**config.mk**
```make
export PLATFORM = sky130hd
export DESIGN_NAME = frame_packetizer
export DESIGN_NICKNAME = d
export VERILOG_FILES = /design/src/rtl/pkt_pkg.sv /design/src/rtl/pkt_crc32.sv /design/src/rtl/pkt_hdr_gen.sv /design/src/rtl/pkt_seq.sv /design/src/rtl/frame_packetizer.sv
export SDC_FILE = /design/constraint.sdc
export NUM_CORES = 1
export LEC_CHECK = 0
export CORE_ASPECT_RATIO = 2
export CORE_MARGIN = 5
export CORE_UTILIZATION = 40
export CTS_CLUSTER_SIZE = 20
export DETAILED_ROUTE_END_ITERATION = 8
export GPL_TIMING_DRIVEN = 1
export PLACE_DENSITY = 0.6
export SLEW_MARGIN = 20
export SYNTH_ARGS = -nofsm -noshare
export SYNTH_HDL_FRONTEND = slang
export SYNTH_HIERARCHICAL = 1
export SYNTH_SLANG_ARGS = --single-unit
```
**constraint.sdc**
```tcl
create_clock -name clk -period 2.68 [get_ports clk]
set_input_delay 0.536 -clock clk [delete_from_list [all_inputs] [get_ports clk]]
set_output_delay 0.536 -clock clk [all_outputs]
set_load 0.01 [all_outputs]
```
**src/rtl/pkt_pkg.sv**
```systemverilog
package pkt_pkg;

  localparam logic [31:0] W_IDLE = 32'hBC95B5B5;
  localparam logic [31:0] W_SOF  = 32'hBCB55656;
  localparam logic [31:0] W_EOF  = 32'hBC95D5D5;
  localparam logic [31:0] CRC_POLY = 32'h04C11DB7;
  localparam int unsigned HDR_WORDS = 6;

  typedef enum logic [2:0] {
    ST_IDLE,
    ST_SOF,
    ST_HDR,
    ST_PAY,
    ST_CRC,
    ST_EOF
  } pk_state_e;

  // 32-bit-per-cycle CRC step, MSB of the word first
  function automatic logic [31:0] crc_step(input logic [31:0] c, input logic [31:0] d);
    logic [31:0] r;
    logic        fb;
    r = c;
    for (int b = 31; b >= 0; b--) begin
      fb = r[31] ^ d[b];
      r  = {r[30:0], 1'b0} ^ (fb ? CRC_POLY : 32'h0);
    end
    return r;
  endfunction

endpackage

```
**src/rtl/pkt_crc32.sv**
```systemverilog
module pkt_crc32
  import pkt_pkg::*;
(
  input  logic        clk,
  input  logic        rst_n,
  input  logic        init,
  input  logic        upd,
  input  logic [31:0] din,
  output logic [31:0] crc_q
);

  logic [31:0] crc_d;
  logic        crc_en;

  always_comb begin
    crc_en = init | upd;
    crc_d  = init ? 32'hFFFFFFFF : crc_step(crc_q, din);
  end

  always_ff @(posedge clk or negedge rst_n) begin
    if (!rst_n)      crc_q <= 32'hFFFFFFFF;
    else if (crc_en) crc_q <= crc_d;
  end


  crc_preset_chk: assert property (@(posedge clk) disable iff (!rst_n)
    init |=> (crc_q == 32'hFFFFFFFF));

endmodule

```
**src/rtl/pkt_hdr_gen.sv**
```systemverilog
module pkt_hdr_gen #(
  parameter logic [23:0] DEST_ID = 24'h010203,
  parameter logic [23:0] SRC_ID  = 24'h0A0B0C,
  parameter int unsigned LEN_W   = 5
) (
  input  logic [1:0]       ftype,
  input  logic [LEN_W-1:0] flen,
  input  logic [2:0]       idx,
  output logic [31:0]      word
);

  logic [7:0]  rsel;
  logic [7:0]  csel;
  logic [23:0] fsel;

  always_comb begin
    case (ftype)
      2'd0:    rsel = 8'h06;
      2'd1:    rsel = 8'h22;
      2'd2:    rsel = 8'h23;
      default: rsel = 8'h84;
    endcase
    csel = (ftype == 2'd0) ? 8'h08 : 8'h01;
    fsel = ftype[0] ? 24'h290000 : 24'h380000;
    case (idx)
      3'd0:    word = {rsel, DEST_ID};
      3'd1:    word = {8'h00, SRC_ID};
      3'd2:    word = {csel, fsel};
      3'd3:    word = 32'h00000000;
      3'd4:    word = 32'hFFFFFFFF;
      default: word = {16'h0000, 16'(flen)};
    endcase
  end

endmodule

```
**src/rtl/pkt_seq.sv**
```systemverilog
module pkt_seq
  import pkt_pkg::*;
#(
  parameter int unsigned MAX_WORDS = 16,
  parameter int unsigned LEN_W     = 5
) (
  input  logic             clk,
  input  logic             rst_n,
  input  logic             req_valid,
  input  logic [1:0]       req_type,
  input  logic [LEN_W-1:0] req_len,
  input  logic             pl_valid,
  input  logic             out_ready,
  output pk_state_e        st_q,
  output logic [2:0]       idx_q,
  output logic [1:0]       type_q,
  output logic [LEN_W-1:0] len_q,
  output logic             out_vld,
  output logic             fire
);

  localparam logic [LEN_W-1:0] LEN_MAX  = LEN_W'(MAX_WORDS);
  localparam logic [2:0]       IDX_LAST = 3'(HDR_WORDS - 1);

  pk_state_e        st_d;
  logic [2:0]       idx_d;
  logic [LEN_W-1:0] cnt_q, cnt_d;
  logic [1:0]       type_d;
  logic [LEN_W-1:0] len_d;
  logic             take_req;

  always_comb begin
    out_vld  = (st_q == ST_PAY) ? pl_valid : 1'b1;
    fire     = out_vld & out_ready;
    take_req = (st_q == ST_IDLE) & req_valid;
    st_d     = st_q;
    idx_d    = idx_q;
    cnt_d    = cnt_q;
    type_d   = type_q;
    len_d    = len_q;
    case (st_q)
      ST_IDLE: if (take_req) begin
        st_d   = ST_SOF;
        type_d = req_type;
        len_d  = (req_len > LEN_MAX) ? LEN_MAX : req_len;
      end
      ST_SOF: if (fire) begin
        st_d  = ST_HDR;
        idx_d = 3'd0;
      end
      ST_HDR: if (fire) begin
        if (idx_q == IDX_LAST) begin
          st_d  = (len_q == '0) ? ST_CRC : ST_PAY;
          cnt_d = '0;
        end else begin
          idx_d = idx_q + 3'd1;
        end
      end
      ST_PAY: if (fire) begin
        if (cnt_q == len_q - LEN_W'(1)) st_d = ST_CRC;
        else                            cnt_d = cnt_q + LEN_W'(1);
      end
      ST_CRC: if (fire) st_d = ST_EOF;
      ST_EOF: if (fire) st_d = ST_IDLE;
      default: st_d = ST_IDLE;
    endcase
  end

  always_ff @(posedge clk or negedge rst_n) begin
    if (!rst_n) begin
      st_q   <= ST_IDLE;
      idx_q  <= 3'd0;
      cnt_q  <= '0;
      type_q <= 2'd0;
      len_q  <= '0;
    end else begin
      st_q   <= st_d;
      idx_q  <= idx_d;
      cnt_q  <= cnt_d;
      type_q <= type_d;
      len_q  <= len_d;
    end
  end


  hdr_idx_range_chk: assert property (@(posedge clk) disable iff (!rst_n)
    (st_q == ST_HDR) |-> (idx_q <= IDX_LAST));


  pay_cnt_range_chk: assert property (@(posedge clk) disable iff (!rst_n)
    (st_q == ST_PAY) |-> (cnt_q < len_q && len_q <= LEN_MAX));


  busy_req_ignored_chk: assert property (@(posedge clk) disable iff (!rst_n)
    (st_q != ST_IDLE && req_valid) |=> ($stable(type_q) && $stable(len_q)));

endmodule

```
**src/rtl/frame_packetizer.sv**
```systemverilog
module frame_packetizer
  import pkt_pkg::*;
#(
  parameter int unsigned MAX_WORDS = 16,
  parameter logic [23:0] DEST_ID   = 24'h010203,
  parameter logic [23:0] SRC_ID    = 24'h0A0B0C,
  parameter int unsigned LEN_W     = $clog2(MAX_WORDS + 1)
) (
  input  logic             clk,
  input  logic             rst_n,
  input  logic             req_valid,
  output logic             req_ready,
  input  logic [1:0]       req_type,
  input  logic [LEN_W-1:0] req_len,
  input  logic             pl_valid,
  output logic             pl_ready,
  input  logic [31:0]      pl_data,
  output logic             out_valid,
  input  logic             out_ready,
  output logic [31:0]      out_data,
  output logic             out_k
);

  logic [1:0]       rst_sync_q;
  logic             rst_s_n;
  pk_state_e        st_q;
  logic [2:0]       idx_q;
  logic [1:0]       type_q;
  logic [LEN_W-1:0] len_q;
  logic             out_vld;
  logic             fire;
  logic [31:0]      hdr_word;
  logic [31:0]      crc_q;
  logic             crc_init;
  logic             crc_upd;
  logic [31:0]      crc_din;

  // asynchronous assertion, synchronous release
  always_ff @(posedge clk or negedge rst_n) begin
    if (!rst_n) rst_sync_q <= 2'b00;
    else        rst_sync_q <= {rst_sync_q[0], 1'b1};
  end
  assign rst_s_n = rst_sync_q[1];

  pkt_seq #(.MAX_WORDS(MAX_WORDS), .LEN_W(LEN_W)) u_seq (
    .clk       (clk),
    .rst_n     (rst_s_n),
    .req_valid (req_valid),
    .req_type  (req_type),
    .req_len   (req_len),
    .pl_valid  (pl_valid),
    .out_ready (out_ready),
    .st_q      (st_q),
    .idx_q     (idx_q),
    .type_q    (type_q),
    .len_q     (len_q),
    .out_vld   (out_vld),
    .fire      (fire)
  );

  pkt_hdr_gen #(.DEST_ID(DEST_ID), .SRC_ID(SRC_ID), .LEN_W(LEN_W)) u_hdr (
    .ftype (type_q),
    .flen  (len_q),
    .idx   (idx_q),
    .word  (hdr_word)
  );

  always_comb begin
    crc_init = (st_q == ST_SOF);
    crc_upd  = fire & ((st_q == ST_HDR) | (st_q == ST_PAY));
    crc_din  = (st_q == ST_PAY) ? pl_data : hdr_word;
  end

  pkt_crc32 u_crc (
    .clk   (clk),
    .rst_n (rst_s_n),
    .init  (crc_init),
    .upd   (crc_upd),
    .din   (crc_din),
    .crc_q (crc_q)
  );

  always_comb begin
    req_ready = (st_q == ST_IDLE);
    pl_ready  = (st_q == ST_PAY) & out_ready;
    out_valid = out_vld;
    case (st_q)
      ST_SOF:  begin out_data = W_SOF;    out_k = 1'b1; end
      ST_HDR:  begin out_data = hdr_word; out_k = 1'b0; end
      ST_PAY:  begin out_data = pl_data;  out_k = 1'b0; end
      ST_CRC:  begin out_data = ~crc_q;   out_k = 1'b0; end
      ST_EOF:  begin out_data = W_EOF;    out_k = 1'b1; end
      default: begin out_data = W_IDLE;   out_k = 1'b1; end
    endcase
  end


  eof_after_crc_chk: assert property (@(posedge clk) disable iff (!rst_s_n)
    (st_q == ST_CRC && out_ready) |=> (out_valid && out_k && out_data == W_EOF));


  idle_after_eof_chk: assert property (@(posedge clk) disable iff (!rst_s_n)
    (fire && out_k && out_data == W_EOF) |=> (out_valid && out_k && out_data == W_IDLE));


  sof_then_hdr_chk: assert property (@(posedge clk) disable iff (!rst_s_n)
    (fire && out_k && out_data == W_SOF) |=> (!out_k && out_data == {hdr_word[31:24], DEST_ID}));


  stall_hold_chk: assert property (@(posedge clk) disable iff (!rst_s_n)
    (st_q != ST_IDLE && out_valid && !out_ready) |=>
      (out_valid && $stable(out_data) && $stable(out_k)));

endmodule

```
==> flow_summary.toml, run 1 <==
[floorplan]
die_y_um = 205
fp-row-count = 71
initial_core_util_pct = 40.6
ios = 80
die_w_um = 108
die-area_um2 = 22100
coreArea_um2 = 18800

[timing]
setup_viol = 53
finalCritPeriodShare_pct = 164
relSlewSlack_pct = 47.4
tightestPinTransition_ns = 0.788
maxSlewViolCount = 0
skew_ns = 0.00794
whs_ns = 0.326
hold_violations = 0
timing.final.crit_period_ns = 4.40
worst_slack_ns = -1.72
max_clock_freq_ghz = 0.227
rsz0062_at_grt = "true"

[synth]
synthSimpleGateAreaFrac_pct = 9.86
synth.distinct_cells = 72
synthMuxAreaShare_pct = 9.14
synth_common_cells = "130 x xnor2_1, 47 x xnor3_1, 43 x xor2_1, 38 x a21oi_1, 33 x nor2_1"
synthAdderAreaFrac_pct = 1.31
synth_area_leader_cell = "xnor2_1"
syn_inst = 739
syn_avg_cell_area_um2 = 10.3
synth_area_leaders = "xnor2_1 15%, xnor3_1 14%, dfstp_2 11%, dfrtp_1 6.6%, xor2_1 4.9%"
yosysSeqAreaShare_pct = 17.6
synth-async-reset-ratio_pct = 100
synth-edff-count = 0
yosysTopAreaCellShare_pct = 14.9
ys_ff_latch = 52
synth_top_family_by_area = "XOR/XNOR gates"
yosysWarnings = 6
synth_xor_area_share_pct = 43.6
synth_nets = 791
synth-compound-area-share_pct = 13.7
synth.most_common_cell = "xnor2_1"
synth.cell_area_um2 = 7640
synth_flop_cell = "dfstp_2"

[cells_and_area]
nets = 1128
drive_gt1_share_pct = 51.7
n_antenna_cell = 0
fin_cells = 1332
syn_to_final_growth_pct = 61.9

[setup_path]
cp_max_fo = 5
rr_endpoint = "u_crc/crc_q[16]$_DFFE_PN1P_"
end_kind = "flop"
cp_common_cell = "xnor2_4"
path_buf_inv = 4
reg2regPathDepth = 16
cp_slowest_stage_delay_ns = 0.46
worstReg2RegStart = "u_seq/st_q[2]$_DFFE_PN0P_"
rrSetupSlack_ns = -1.72
crit_type = "flop to flop"
crit_arrival_ns = 4.64
critPathSlowestCell = "xnor3_2"
crit_path_start_kind = "flop"
cp.required_ns = 2.92
crit_chain = "and2b_4, nand2_4, mux2_4, xnor2_4, buf_12, buf_6, xnor3_1, xor3_2, xnor3_2, buf_4, xnor2_4, buf_12, xnor2_4, xnor3_1, xnor2_1, a211o_1"
cp_top_family = "XOR/XNOR gates"

[flow_run]
drv_cap = 0

[clock_network]
cts_tree = "done"
clk_root_buffer_cell = "clkbuf_16"
cts.sink_count = 52
clk_path_buf_depth = 2
clk_latency_ns = 0.31
path_clk_slew_ns = 0.07
h-tree-depth = 2
cts_buffers = 5
postCtsHoldBufs = 0

[global_routing]
grt_max_degree = 62
grt_pass1_wl_um = 45700
first_global_vias = 7658
grtUsageTotal_pct = 28.3
antenna_found_initial = 0
grt_overflow = 0

[route]
first_pass_iters = 5
drtIter0Drc = 313
antenna_left = 0
via_count = 6923
via_per_inst = 5.20
wl_um = 30700
post_drt_wl_per_cell_um = 23.1
drc = 0

[placed_design]
dp.cells = 1257
dp_slack_ns = -1.92
hpwl_um = 23900
globalplace.congestion = 1.01
io_buffer_count = 79

[hold_path]
worstHoldPathType = "flop to asynchronous set/reset pin"

[run_status]
outcome = "finished, violations left"
failed_checks = "negative setup slack"
==> cell families (layout without fill, tap and decap cells) <==
family,Yosys count,after routing
AOI/OAI and AO/OA,156,156
xor gates and xnor gates,254,254
adders and majority gates,8,8
buffers and inverters,67,401
DFF,52,52
muxes,64,64
other,1,1
and+or+nand+nor,137,141
==> layout make-up <==
type	count	area [µm²]
Tap cell	255	319
Sequential cell	52	1350
Inverter	12	47.5
Fill cell	1484	6470
Clock buffer	8	178
Multi-Input combinational cell	624	7090
Timing Repair Buffer	381	3380
==> repair_timing <==
item / CTS / global route
setup endpoints to repair: 66 / 66
hold endpoints to repair: 0 / 0
setup buffers: 52 / 15
gates cloned: 6 / 0
resized for setup: 185 / 62
pin swaps: 65 / 31
==> through the flow <==
step / TNS, ns / area (µm²) / utilization (%)
final: -52.90 / 12400 / 65.7
after global routing: -56.64 / 12400 / 65.7
after CTS: -52.94 / 12200 / 64.7
after detailed placement: -60.89 / 10800 / 57.3
after global placement: -59.21 / 10800 / 57.3
after floorplan: -43.60 / 8130 / -
==> sequential cells by signal (all words and copies together), names as in the netlist <==
register / flops
u_seq/idx_q: 3
u_seq/type_q: 2
u_crc/crc_q: 32
u_seq/st_q: 3
rst_sync_q: 2
u_seq/cnt_q: 5
u_seq/len_q: 5
==> how the worst max path moves through the flow <==
stage | endpoint | startpoint | depth (start not counted) | slack [ns]
2_1_floorplan | u_crc/crc_q[7]$_DFFE_PN1P_ | u_seq/st_q[1]$_DFFE_PN0P_ | 14 | -1.71
3_3_place_gp | u_crc/crc_q[25]$_DFFE_PN1P_ | pl_data[21] | 15 | -1.86
3_5_place_dp | u_crc/crc_q[5]$_DFFE_PN1P_ | u_seq/st_q[2]$_DFFE_PN0P_ | 16 | -1.92
4_1_cts | u_crc/crc_q[7]$_DFFE_PN1P_ | u_seq/st_q[2]$_DFFE_PN0P_ | 13 | -1.63
5_1_grt | u_crc/crc_q[13]$_DFFE_PN1P_ | u_seq/type_q[0]$_DFFE_PN0P_ | 19 | -1.78
6_report | u_crc/crc_q[16]$_DFFE_PN1P_ | u_seq/st_q[2]$_DFFE_PN0P_ | 16 | -1.72
==> routing by layer <==
layer | wire (µm) | track usage, % | vias to the layer above | share of wire (%)
met5 | 0 | 0 | - | 0
met4 | 2900 | 21.9 | 0 | 9.4
met3 | 811 | 2.45 | 104 | 2.6
met2 | 17000 | 53.9 | 208 | 55
met1 | 10000 | 26.9 | 3380 | 33
li1 | - | - | 3231 | -
==> layout by cell type, fill, tap and decap left out, types with 26 or more instances in the layout <==
| cell type | n |
|---|---|
| xnor2_1 | 81 |
| xnor2_4 | 30 |
| nor2_1 | 30 |
| buf_6 | 40 |
| xnor2_2 | 29 |
| dfstp_2 | 32 |
| xnor3_1 | 30 |
| clkdlybuf4s50_1 | 50 |
| xor2_1 | 27 |
| o21ai_0 | 26 |
| buf_4 | 244 |
| a21oi_1 | 33 |
==> worst register-to-register path, delay by kind of cell, from the launching register on <==
| family | cells | cell delay (ns) |
|---|---|---|
| mux | 1 | 0.35 |
| buf+inv | 4 | 0.63 |
| xor+xnor | 8 | 2.23 |
| flops | 1 | 0.39 |
| compound gates | 1 | 0.27 |
| simple gates | 2 | 0.46 |
Power of run 1 is left out: the tool's default activity adds up to more than one toggle a clock period on the data nets, which glitch-free logic cannot reach.
==> run 2: changes to the inputs <==
--- a/config.mk
+++ b/config.mk
@@ -7,11 +7,11 @@
 export LEC_CHECK = 0
 export CORE_ASPECT_RATIO = 2
 export CORE_MARGIN = 5
-export CORE_UTILIZATION = 40
+export CORE_UTILIZATION = 35
 export CTS_CLUSTER_SIZE = 20
 export DETAILED_ROUTE_END_ITERATION = 8
 export GPL_TIMING_DRIVEN = 1
-export PLACE_DENSITY = 0.6
+export PLACE_DENSITY = 0.54
 export SLEW_MARGIN = 20
 export SYNTH_ARGS = -nofsm -noshare
 export SYNTH_HDL_FRONTEND = slang
==> run 2 against run 1 <==
Sequential cell count unchanged. Maximum frequency down 1.2%. Critical path depth unchanged. Critical path type unchanged. Via count up 1.8%. Hold slack worse by 0.13 ns. Core utilization down 5.5 points. Register-to-register slack worse by 0.05 ns. Non-clock buffer count up 31. Sequential share of layout area down 0.46 points. Die area up 13%. The flow still finishes with violations (negative setup slack).
==> flow_summary.toml, run 2 (synthesis gave the netlist of run 1 again) <==
[run_status]
outcome = "finished, violations left"
failed_checks = "negative setup slack"

[cells_and_area]
syn_to_final_growth_pct = 69.2
drive_gt1_share_pct = 56.2
n_antenna_cell = 0
largest_register = "u_crc/crc_q"
nets = 1155
final_common_cell = "buf_4"
largest_register_ffs = 32
reg_top3 = "u_crc/crc_q: 32 flops, u_seq/cnt_q: 5 flops, u_seq/len_q: 5 flops"
final_cell_mix = "250 x buf_4, 68 x xnor2_1, 60 x buf_6, 43 x clkdlybuf4s50_1, 37 x xnor2_4"
fin_cells = 1377

[timing]
relSlewSlack_pct = 45.7
tightestPinTransition_ns = 0.813
finalCritPeriodShare_pct = 166
setup_viol = 40
maxSlewViolCount = 0
max_clock_freq_ghz = 0.225
timing.final.crit_period_ns = 4.45
rsz0062_at_grt = "true"
skew_ns = 0.00519
hold_violations = 0
worst_slack_ns = -1.77

[setup_path]
crit_type = "flop to flop"
cp_slowest_stage_delay_ns = 0.52
crit_chain = "and2b_2, nand2_8, buf_12, buf_4, mux2_4, xnor2_4, xor3_2, buf_6, xor2_4, xnor3_2, buf_6, xnor2_4, xnor2_4, xnor3_1, xnor2_2, a211o_1"
worstReg2RegStart = "u_seq/st_q[2]$_DFFE_PN0P_"
crit_cells = 16
critPathSlowestCell = "xnor3_2"
cp-endpoint = "u_crc/crc_q[16]$_DFFE_PN1P_"
cp_max_fo = 7
path_buf_inv = 4
crit_path_start = "u_seq/st_q[2]$_DFFE_PN0P_"
reg2regPathDepth = 16
rrSetupSlack_ns = -1.77
end_kind = "flop"
rr_endpoint = "u_crc/crc_q[16]$_DFFE_PN1P_"
cp.required_ns = 2.93
cp_top_family = "XOR/XNOR gates"
crit_path_start_kind = "flop"
crit_arrival_ns = 4.70
cp_common_cell = "xnor2_4"

[route]
met2_length_um = 17800
wl_met3_um = 777
wl_um = 31300
via_per_inst = 5.12
wl_met1_um = 10100
first_pass_iters = 5
drc = 0
drtIter0Drc = 343
via_count = 7048
top_layer = "met4"
post_drt_wl_per_cell_um = 22.7
antenna_left = 0

[clock_network]
clk_path_buf_depth = 2
h-tree-depth = 2
postCtsHoldBufs = 0
clk_latency_ns = 0.31
cts.sink_count = 52
path_clk_slew_ns = 0.08
cts_buffers = 5
cts_tree = "done"
clk_root_buffer_cell = "clkbuf_16"

[global_routing]
grt_max_degree = 62
grtUsageTotal_pct = 24.5
antenna_found_initial = 0
grt_pass1_wl_um = 45000
first_global_vias = 7482
grt_overflow = 0

[floorplan]
die_y_um = 219
coreArea_um2 = 21500
fp-row-count = 76
die-area_um2 = 25100
ios = 80
die_w_um = 114
initial_core_util_pct = 35.5

[hold_path]
worstHoldPathType = "flop to asynchronous set/reset pin"

[flow_run]
drv_cap = 0

[placed_design]
globalplace.congestion = 0.995
io_buffer_count = 79
dp.cells = 1278
hpwl_um = 24400
## run 2: what timing repair did
item,in CTS,in global routing
buffers inserted,48,58
gates resized for setup,265,116
endpoints found under the hold margin,0,0
gates cloned,2,1
pin swaps,54,73
setup endpoints to repair,66,66
## run 2: layer usage
layer	vias to the layer above	GRT usage, %
met2	213	47.6
li1	3277	-
met4	0	17.2
met1	3480	23.5
met5	-	0
met3	78	1.79
## run 2: worst register-to-register path, cell delays in order (launching register included)
cell and delay, ns:
dfrtp_1 0.38, and2b_2 0.27, nand2_8 0.11, buf_12 0.15
buf_4 0.13, mux2_4 0.33, xnor2_4 0.21, xor3_2 0.49
buf_6 0.14, xor2_4 0.16, xnor3_2 0.52, buf_6 0.16
xnor2_4 0.25, xnor2_4 0.18, xnor3_1 0.47, xnor2_2 0.15
a211o_1 0.29
## run 2: how the worst min path moves through the flow
stage | slack [ns] | to | cells past startpoint | start
after floorplan | 0.24 | rst_sync_q[0]$_DFF_PN0_ | 0 | rst_n
final | 0.20 | u_seq/cnt_q[2]$_DFFE_PN0P_ | 0 | rst_sync_q[1]$_DFF_PN0_
after global placement | 0.20 | u_seq/cnt_q[4]$_DFFE_PN0P_ | 0 | rst_sync_q[1]$_DFF_PN0_
after global routing | 0.24 | u_seq/cnt_q[3]$_DFFE_PN0P_ | 0 | rst_sync_q[1]$_DFF_PN0_
after CTS | 0.22 | u_seq/cnt_q[2]$_DFFE_PN0P_ | 0 | rst_sync_q[1]$_DFF_PN0_
after detailed placement | 0.21 | u_seq/cnt_q[3]$_DFFE_PN0P_ | 0 | rst_sync_q[1]$_DFF_PN0_
## run 2: through the flow
stage	setup TNS [ns]	hold WS, ns	area (µm²)	utilization [%]	setup WS, ns
after CTS	-56.84	0.219	11900	55.5	-1.75
after global placement	-60.42	0.202	10900	50.5	-1.91
after global routing	-55.10	0.242	12900	60.1	-1.87
final	-52.02	0.201	12900	60.1	-1.77
after detailed placement	-60.86	0.209	10900	50.5	-1.97
after floorplan	-43.60	0.240	8130	-	-1.71
## run 2: layout make-up
class,count,area [µm²]
fill,1819,8570
multi-input combinational,620,7340
timing repair buffer,412,3690
sequential,52,1350
tap,273,342
clock buffer,5,125
inverter,12,47.5
clock inverter,3,27.5
Power of run 2 is left out for the same reason.
==> run 3: changes to the inputs <==
--- a/config.mk
+++ b/config.mk
@@ -7,11 +7,11 @@
 export LEC_CHECK = 0
 export CORE_ASPECT_RATIO = 2
 export CORE_MARGIN = 5
-export CORE_UTILIZATION = 35
+export CORE_UTILIZATION = 30
 export CTS_CLUSTER_SIZE = 20
 export DETAILED_ROUTE_END_ITERATION = 8
 export GPL_TIMING_DRIVEN = 1
-export PLACE_DENSITY = 0.54
+export PLACE_DENSITY = 0.47
 export SLEW_MARGIN = 20
 export SYNTH_ARGS = -nofsm -noshare
 export SYNTH_HDL_FRONTEND = slang
==> run 3 against run 2 <==
The flow still finishes with violations (negative setup slack). Wire length grew 5.4%. Clock skew grew 0.0078 ns. Maximum frequency grew 0.96%. Critical endpoint is now u_crc/crc_q[11]$_DFFE_PN1P_. Highest routed layer unchanged.
==> flow_summary.toml, run 3 (synthesis gave the netlist of run 1 again) <==
[timing]
relSlewSlack_pct = 61.2
setup_viol = 43
worst_slack_ns = -1.73
whs_ns = 0.266
tightestPinTransition_ns = 0.582
rsz0062_at_grt = "true"
maxSlewViolCount = 0
timing.final.crit_period_ns = 4.41
max_clock_freq_ghz = 0.227
finalSetupTns_ns = -50.93
finalCritPeriodShare_pct = 164
skew_ns = 0.0130
hold_violations = 0

[floorplan]
die-area_um2 = 28900
ios = 80
die_y_um = 236
fp-row-count = 82
initial_core_util_pct = 30.4
die_w_um = 123
coreArea_um2 = 25100

[setup_path]
path_buf_inv = 5
end_kind = "flop"
cp_slowest_stage_delay_ns = 0.51
cp_max_fo = 8
critPathSlowestCell = "xor3_1"
crit_arrival_ns = 4.64
crit_path_start_kind = "flop"
cp_top_family = "XOR/XNOR gates"
rrSetupSlack_ns = -1.73
crit_type = "flop to flop"
cp.required_ns = 2.91
crit_chain = "and2b_4, nand2_8, buf_12, mux2_4, xnor2_4, buf_12, xor3_2, buf_6, xnor2_4, buf_6, xnor3_2, buf_4, xnor2_2, xor3_1, xnor3_1, mux2i_1, nand2b_1"

[global_routing]
grt_pass1_wl_um = 47600
antenna_found_initial = 0
grtUsageTotal_pct = 22.6
first_global_vias = 7739
grt_overflow = 0
grt_max_degree = 43

[clock_network]
cts_buffers = 5
clk_path_buf_depth = 2
clk_root_buffer_cell = "clkbuf_16"
cts_tree = "done"
cts.sink_count = 52
clk_latency_ns = 0.31
postCtsHoldBufs = 0
h-tree-depth = 2
path_clk_slew_ns = 0.08

[route]
wl_um = 33000
via_count = 7014
drtIter0Drc = 264
post_drt_wl_per_cell_um = 23.0
drc = 0
via_per_inst = 4.88
antenna_left = 0
first_pass_iters = 4

[run_status]
outcome = "finished, violations left"
failed_checks = "negative setup slack"

[cells_and_area]
syn_to_final_growth_pct = 69.1
drive_gt1_share_pct = 55.6
fin_cells = 1436
reg_top3 = "u_crc/crc_q: 32 flops, u_seq/cnt_q: 5 flops, u_seq/len_q: 5 flops"
final_cell_mix = "240 x buf_4, 70 x xnor2_1, 64 x buf_6, 45 x clkdlybuf4s50_1, 36 x xnor2_2"
largest_register = "u_crc/crc_q"
n_antenna_cell = 0
largest_register_ffs = 32
final_common_cell = "buf_4"
nets = 1151

[placed_design]
globalplace.congestion = 0.897
hpwl_um = 26400
dp_slack_ns = -1.86
dp.cells = 1340
io_buffer_count = 79

[flow_run]
drv_cap = 0

[hold_path]
worstHoldPathType = "flop to asynchronous set/reset pin"
run 3: cell types whose count changed in the layout (fill, tap and decap cells not counted), sizes merged:
cell | before | now
clkdlybuf4s50 | 43 | 45
bufinv | 0 | 1
clkinvlp | 1 | 0
clkbuf | 6 | 16
dlymetal6s2s | 0 | 1
buf | 364 | 348
inv | 13 | 12
dlygate4sd2 | 3 | 2
nand2 | 15 | 16
run 3: timing repair:
| item | in CTS | in global routing |
|---|---|---|
| resized for setup | 254 | 110 |
| cloned | 3 | 1 |
| pin swaps | 48 | 47 |
| setup buffers | 56 | 37 |
| endpoints found under the setup margin | 67 | 66 |
run 3: path summary, 6_finish.rpt:
path | startpoint | cells past startpoint | end
max in group asynchronous | rst_sync_q[1]$_DFF_PN0_ | 1 | u_crc/crc_q[22]$_DFFE_PN1P_
setup / recovery | u_seq/st_q[2]$_DFFE_PN0P_ | 17 | u_crc/crc_q[11]$_DFFE_PN1P_
setup reg to reg | u_seq/st_q[2]$_DFFE_PN0P_ | 17 | u_crc/crc_q[11]$_DFFE_PN1P_
min in group clk | rst_sync_q[0]$_DFF_PN0_ | 0 | rst_sync_q[1]$_DFF_PN0_
hold reg to reg | rst_sync_q[1]$_DFF_PN0_ | 0 | u_seq/cnt_q[2]$_DFFE_PN0P_
hold / removal | rst_sync_q[1]$_DFF_PN0_ | 0 | u_seq/cnt_q[2]$_DFFE_PN0P_
run 3: routing by layer:
| metal | track usage, % | part of all wire, % |
|---|---|---|
| met5 | 0 | 0 |
| met3 | 1.83 | 2.1 |
| met4 | 15.7 | 9.0 |
| met2 | 44.7 | 57 |
| met1 | 20.5 | 32 |
run 3: metrics by stage:
stage          instance area (µm²)  util (%)
2_1_floorplan                 8130         -
3_3_place_gp                 10900      43.5
3_5_place_dp                 10900      43.5
4_1_cts                      12300      49.0
5_1_grt                      12900      51.4
6_report                     12900      51.4
run 3: area by class of cell:
cell class	instances	area (µm²)
clock buffer	6	129
clock inverter	2	35.0
fill	2246	12200
inverter	12	47.5
multi-input combinational	621	7300
sequential	52	1350
tap	336	420
timing repair buffer	407	3630
Power of run 3 is left out for the same reason.
